<file path="src/rtl/ubt_pkg.sv">
package ubt_pkg;

    localparam int UBT_HALF_W     = 9;
    localparam int UBT_NUM_HALVES = 2;

    // Per-half, per-direction control bundle
    typedef struct packed {
        logic oe_n;   // active-low drive enable
        logic le;     // transparent when high
        logic cap;    // capture strobe when le is low
    } dir_ctl_t;

    function automatic dir_ctl_t pack_ctl(input logic oe_n, input logic le, input logic cap);
        dir_ctl_t c;
        c.oe_n = oe_n;
        c.le   = le;
        c.cap  = cap;
        return c;
    endfunction

    // Storage write condition: transparent tracking or a strobe
    function automatic logic store_wr(input dir_ctl_t c);
        return c.le | c.cap;
    endfunction

endpackage

</file>
<file path="src/rtl/ubt_ctl_route.sv">
module ubt_ctl_route
    import ubt_pkg::*;
#(
    parameter int NUM_HALVES = UBT_NUM_HALVES
) (
    input  logic                       wide_mode,
    input  dir_ctl_t [NUM_HALVES-1:0]  raw,
    output dir_ctl_t [NUM_HALVES-1:0]  eff
);
    assign eff[0] = raw[0];

    for (genvar h = 1; h < NUM_HALVES; h++) begin : g_half
        assign eff[h] = wide_mode ? raw[0] : raw[h];
    end
endmodule

</file>
<file path="src/rtl/ubt_store_lane.sv">
module ubt_store_lane
    import ubt_pkg::*;
#(
    parameter int W = UBT_HALF_W
) (
    input  logic         clk,
    input  logic         rst,
    input  dir_ctl_t     ctl,
    input  logic [W-1:0] d_in,
    output logic [W-1:0] q_val,
    output logic [W-1:0] q_oe
);
    logic [W-1:0] held;

    always_ff @(posedge clk) begin
        if (rst)
            held <= '0;
        else if (store_wr(ctl))
            held <= d_in;
    end

    assign q_val = ctl.le ? d_in : held;
    assign q_oe  = {W{~ctl.oe_n}};
endmodule

</file>
<file path="src/rtl/ubt_dir.sv">
module ubt_dir
    import ubt_pkg::*;
#(
    parameter int HALF_W     = UBT_HALF_W,
    parameter int NUM_HALVES = UBT_NUM_HALVES,
    localparam int BUS_W     = HALF_W * NUM_HALVES
) (
    input  logic                   clk,
    input  logic                   rst,
    input  logic                   wide_mode,
    input  logic [NUM_HALVES-1:0]  oe_n,
    input  logic [NUM_HALVES-1:0]  le,
    input  logic [NUM_HALVES-1:0]  cap,
    input  logic [BUS_W-1:0]       src,
    output logic [BUS_W-1:0]       out_val,
    output logic [BUS_W-1:0]       out_oe
);
    dir_ctl_t [NUM_HALVES-1:0] raw_ctl;
    dir_ctl_t [NUM_HALVES-1:0] eff_ctl;

    for (genvar h = 0; h < NUM_HALVES; h++) begin : g_pack
        assign raw_ctl[h] = pack_ctl(oe_n[h], le[h], cap[h]);
    end

    ubt_ctl_route #(.NUM_HALVES(NUM_HALVES)) u_route (
        .wide_mode (wide_mode),
        .raw       (raw_ctl),
        .eff       (eff_ctl)
    );

    for (genvar h = 0; h < NUM_HALVES; h++) begin : g_lane
        ubt_store_lane #(.W(HALF_W)) u_lane (
            .clk   (clk),
            .rst   (rst),
            .ctl   (eff_ctl[h]),
            .d_in  (src[h*HALF_W +: HALF_W]),
            .q_val (out_val[h*HALF_W +: HALF_W]),
            .q_oe  (out_oe[h*HALF_W +: HALF_W])
        );
    end
endmodule

</file>
<file path="src/rtl/ubt_xcvr.sv">
module ubt_xcvr
    import ubt_pkg::*;
#(
    parameter int HALF_W     = UBT_HALF_W,
    parameter int NUM_HALVES = UBT_NUM_HALVES,
    localparam int BUS_W     = HALF_W * NUM_HALVES
) (
    input  logic                   clk,
    input  logic                   rst,
    input  logic                   wide_mode,
    input  logic [BUS_W-1:0]       a_in,
    input  logic [BUS_W-1:0]       b_in,
    input  logic [NUM_HALVES-1:0]  oe_ab_n,
    input  logic [NUM_HALVES-1:0]  le_ab,
    input  logic [NUM_HALVES-1:0]  cap_ab,
    input  logic [NUM_HALVES-1:0]  oe_ba_n,
    input  logic [NUM_HALVES-1:0]  le_ba,
    input  logic [NUM_HALVES-1:0]  cap_ba,
    input  logic                   tst_en,
    input  logic [BUS_W-1:0]       tst_a_val,
    input  logic [BUS_W-1:0]       tst_a_oe,
    input  logic [BUS_W-1:0]       tst_b_val,
    input  logic [BUS_W-1:0]       tst_b_oe,
    output logic [BUS_W-1:0]       a_val,
    output logic [BUS_W-1:0]       a_oe,
    output logic [BUS_W-1:0]       b_val,
    output logic [BUS_W-1:0]       b_oe
);
    logic [BUS_W-1:0] ab_val, ab_oe, ba_val, ba_oe;

    // A to B direction drives the B bus
    ubt_dir #(.HALF_W(HALF_W), .NUM_HALVES(NUM_HALVES)) u_ab (
        .clk       (clk),
        .rst       (rst),
        .wide_mode (wide_mode),
        .oe_n      (oe_ab_n),
        .le        (le_ab),
        .cap       (cap_ab),
        .src       (a_in),
        .out_val   (ab_val),
        .out_oe    (ab_oe)
    );

    // B to A direction drives the A bus
    ubt_dir #(.HALF_W(HALF_W), .NUM_HALVES(NUM_HALVES)) u_ba (
        .clk       (clk),
        .rst       (rst),
        .wide_mode (wide_mode),
        .oe_n      (oe_ba_n),
        .le        (le_ba),
        .cap       (cap_ba),
        .src       (b_in),
        .out_val   (ba_val),
        .out_oe    (ba_oe)
    );

    // Test wrapper override: storage keeps running underneath
    always_comb begin
        if (tst_en) begin
            a_val = tst_a_val;
            a_oe  = tst_a_oe;
            b_val = tst_b_val;
            b_oe  = tst_b_oe;
        end else begin
            a_val = ba_val;
            a_oe  = ba_oe;
            b_val = ab_val;
            b_oe  = ab_oe;
        end
    end
endmodule

</file>
<file path="config.mk">
export PLATFORM = sky130hd
export DESIGN_NAME = ubt_xcvr
export DESIGN_NICKNAME = d
export VERILOG_FILES = /design/src/rtl/ubt_pkg.sv /design/src/rtl/ubt_ctl_route.sv /design/src/rtl/ubt_store_lane.sv /design/src/rtl/ubt_dir.sv /design/src/rtl/ubt_xcvr.sv
export SDC_FILE = /design/constraint.sdc
export NUM_CORES = 1
export LEC_CHECK = 0
export BUFFER_PORTS_ARGS = -buffer_cell sky130_fd_sc_hd__buf_2
export CORE_ASPECT_RATIO = 1.75
export CORE_UTILIZATION = 40
export DETAILED_ROUTE_END_ITERATION = 8
export PLACE_DENSITY = 0.88
export SYNTH_ARGS = -nofsm -noshare
export SYNTH_HDL_FRONTEND = slang
export SYNTH_SLANG_ARGS = --single-unit
</file>
<file path="constraint.sdc">
create_clock -name clk -period 1.2 [get_ports clk]
set_input_delay 0.06 -clock clk [delete_from_list [all_inputs] [get_ports clk]]
set_output_delay 0.06 -clock clk [all_outputs]
set_load 0.005 [all_outputs]
</file>
Word-level counts from Yosys, hierarchy flattened
Index checks and enable logic that the tools add are counted.
{ "totals": {"ramBits": 0, "latchBits": 0, "output_inout_bits": 72, "mem_bits_ro": 0, "regBits": 36, "memories": 0, "word_cells": 22} }
{ "classes": {"mul": 0, "div": 0, "n_reduce_logical": 0, "n_mux": 10, "magnitude_cmp": 0, "bitwise_logic": 8, "n_addsub": 0, "eq_ne": 0, "n_shift": 0} }
{ "ops": {"columns": ["cell", "count"], "rows": [
  ["$mux 18", 4],
  ["$mux 9", 4],
  ["$mux 3", 2],
  ["$not 1->1", 4],
  ["$or 1x1->1", 4]
]} }

Longest topological paths before layout
{ "depth": {"ltp_word": 3, "mapped_depth": 5} }

By module
A second synthesis with hierarchy kept.
{ "unflattened": {"cells_unflattened": 324, "hier_area_um2": 3494.6} }
{ "modules_own_cells": {"columns": ["module", "area_per_inst_um2", "instances", "seq_area_each_um2", "cells_per_inst"], "rows": [
  ["ubt_store_lane", 539.3, 4, 180.2, 58],
  ["ubt_xcvr", 1224.9, 1, 0.0, 80],
  ["ubt_ctl_route", 56.3, 2, 0.0, 6]
]} }

Least setup slack after synthesis
OpenSTA, ideal clock, no wires.
{ "synth_timing": {"path_kind": "input-to-output", "startpoint": "input wide_mode", "endpoint": "output b_val[10]", "n_path_buf": 1, "cell_stages": 4, "arrival_ns": 0.931, "slack_ns": 0.209, "cell_sequence": "buf_6 mux2i_4 mux2i_1 o21ai_2"} }
{ "synth_via": {"elab_chain_len": 3} }
{ "synth_rtl": {"columns": ["item", "line", "text"], "rows": [
  ["start, declared", "ubt_xcvr.sv:10", "input logic wide_mode,"],
  ["$mux 3", "ubt_ctl_route.sv:13", "assign eff[h] = wide_mode ? raw[0] : raw[h];"],
  ["$mux 9", "ubt_store_lane.sv:22", "assign q_val = ctl.le ? d_in : held;"],
  ["$mux 18", "ubt_xcvr.sv:59", "if (tst_en) begin"],
  ["end, declared", "ubt_xcvr.sv:26", "output logic [BUS_W-1:0] b_val,"]
]} }
Every way passes these cells.

Worst setup path in the final report
Ends and elaborated chain as after synthesis.

==> metrics.txt <==
die area 0.00673 mm^2; Routed met3 length 503 um; row cnt 38; Mean Syn Cell Area 7.77 um^2; Gate Count Post-Synth 329; Reg2Reg Setup Slack 580 ps; Num CTS Buffers 5; DP Area 0.00370 mm^2; post-CTS setup buffer count 0; Avg WL per Cell 12.7 um; vias per cell 5.00; sequential fraction of the synthesis area 28.2%; CP max FO 9; core area 0.00618 mm^2; Initial Utilization 41.4%; Pwr Density 882 mW/mm^2; number of synthesized flops with an enable pin 0; GR Util All Layers 21.5%; max-cap violation count 0; TritonRoute pass-1 iters 4; final WL 7.73 mm; Syn-to-layout area delta 48.9%; Hold Crit Class input pin to flip-flop; post-synthesis async set-or-reset flop share 0%; Max-slew headroom 62.2%; Clock Latency Late Sink 280 ps; First DRT Iteration DRCs 119; CP Class input pin to primary output; Die X 62.4 um; largest net degree at the start of global routing 45; GPL Wtd Cong 0.799; HPWL after DPL 6.34 mm; DR vias 3038; Post-DRT Antenna Nets 0; most frequent cells in the layout buf_2 (193), nand2_1 (72), mux2i_1 (53); Peak VDD IR 0.599 mV; Reg clk slew, reported paths 70 ps; Final setup viols 0; crit path time final 1120 ps; die height 108 um; Yosys warning count 0; global-route wire length before repair 11.6 mm; CP Capture Type primary output; top sig layer met4; Slew @ Worst Pin 564 ps; CTS tree yes; fillcell total 541; non-filler cells, final 607; LEAKAGE 2.19 nW; initial antenna violation count 2; Yosys cell types 21; layout cells sized above 1 44.2%; period utilization 93.6%; setup TNS 0 ps; Critical Path RT 1140 ps; clk root buf clkbuf_8; Longest Clk Path Bufs 2; post-route cell area 0.00381 mm^2; maximum clock frequency 0.891 GHz; most common cell after layout, fill and taps aside buf_2; Placed Cells 598; Clock Sinks 36; Mapped Area 0.00256 mm^2; GRT overflow 0; met2 routed WL 4.16 mm; CP startpoint kind input pin; Hold Fails Final Rpt 0; unrepaired setup endpoints after global routing false; Net Count, Synth 453; H-tree Lvls 2; top_reg_cell synth dfxtp_1; final net count 649; vias in the first global route 2773; Post-Route M1 WL 2.85 mm; Core Util, Final 61.6%; IO Port Bufs 195; CP arrival 1060 ps; count of pins over their slew limit 0; num ports 196; Seq cells post-synth 36; # DRC 0; clk_skew 0 ps; status complete, no violations
timing repair:
| action | CTS | global route |
|---|---|---|
| resized for setup | 1 | 1 |
| setup endpoints to repair | 3 | 1 |
| hold buffers | 0 | 0 |
cells by family (layout without fill, tap and decap cells):
group,after synthesis,after routing,synth area share (%)
mux,56,56,22.9
other cells,0,2,0
simple gates,118,118,21.5
compound gates,94,94,22.8
flops,36,36,28.2
buf+inv,25,221,4.55
per-layer routing:
layer / up-vias / GRT usage [%]
met4: 0 / 11.0
met2: 142 / 41.8
li1: 1514 / -
met5: - / 0
met1: 1366 / 21.3
met3: 16 / 3.92
area by class of cell:
class | count | area (um^2) | area share, %
Timing Repair Buffer | 214 | 1160 | 30.5
Sequential cell | 36 | 721 | 18.9
Tap cell | 80 | 100 | 2.63
Multi-Input combinational cell | 268 | 1720 | 45.3
Antenna cell | 2 | 5.00 | 0.131
Clock buffer | 7 | 96.3 | 2.53
power breakdown:
part	leakage, nW	total [mW]	internal, mW	switching (mW)
Sequential	0.299	1.32	1.28	0.0450
Clock	0.0503	0.915	0.511	0.404
Combinational	1.84	1.12	0.607	0.511
synthesized netlist by cell type (4+ instances only):
master    number  area (um^2)
a21oi_1       20          100
dfxtp_1       36          721
a21o_1        36          270
mux2i_1       54          541
buf_1          4         15.0
nand2_1       72          270
o21ai_0       18         90.1
buf_2          6         30.0
o21ai_1       16         80.1
nand2b_1      36          225
clkbuf_1      12         45.0
worst max-delay path, cell delays in order:
cell     delay, ps
buf_4          150
mux2i_4        260
buf_12         160
mux2i_2        230
o21ai_2         60
buf_2          130
final timing paths:
kind,from,endpoint,cells after the start
worst max-delay path,wide_mode,b_val[10],6
worst min-delay path,a_in[7],u_ab.g_lane[0].u_lane.held[7],3
worst max register to register,u_ba.g_lane[1].u_lane.held[2],u_ba.g_lane[1].u_lane.held[2],2
worst min register to register,u_ab.g_lane[0].u_lane.held[2],u_ab.g_lane[0].u_lane.held[2],2
registers in the layout, indices dropped and copies added (netlist names):
| signal | cells |
|---|---|
| u_ab.g_lane.u_lane.held | 18 |
| u_ba.g_lane.u_lane.held | 18 |
through the flow:
step | power, mW | worst slack, ps | hold slack [ps]
after floorplan | 1.91 | 209 | 200
after global placement | 2.43 | 49.4 | 319
after detailed placement | 2.47 | -12.1 | 323
after CTS | 3.39 | 63.8 | 17.7
after global routing | 3.55 | 24.4 | 24.3
final | 3.36 | 77.3 | 30.0
Power figures use the tool's default switching activity.
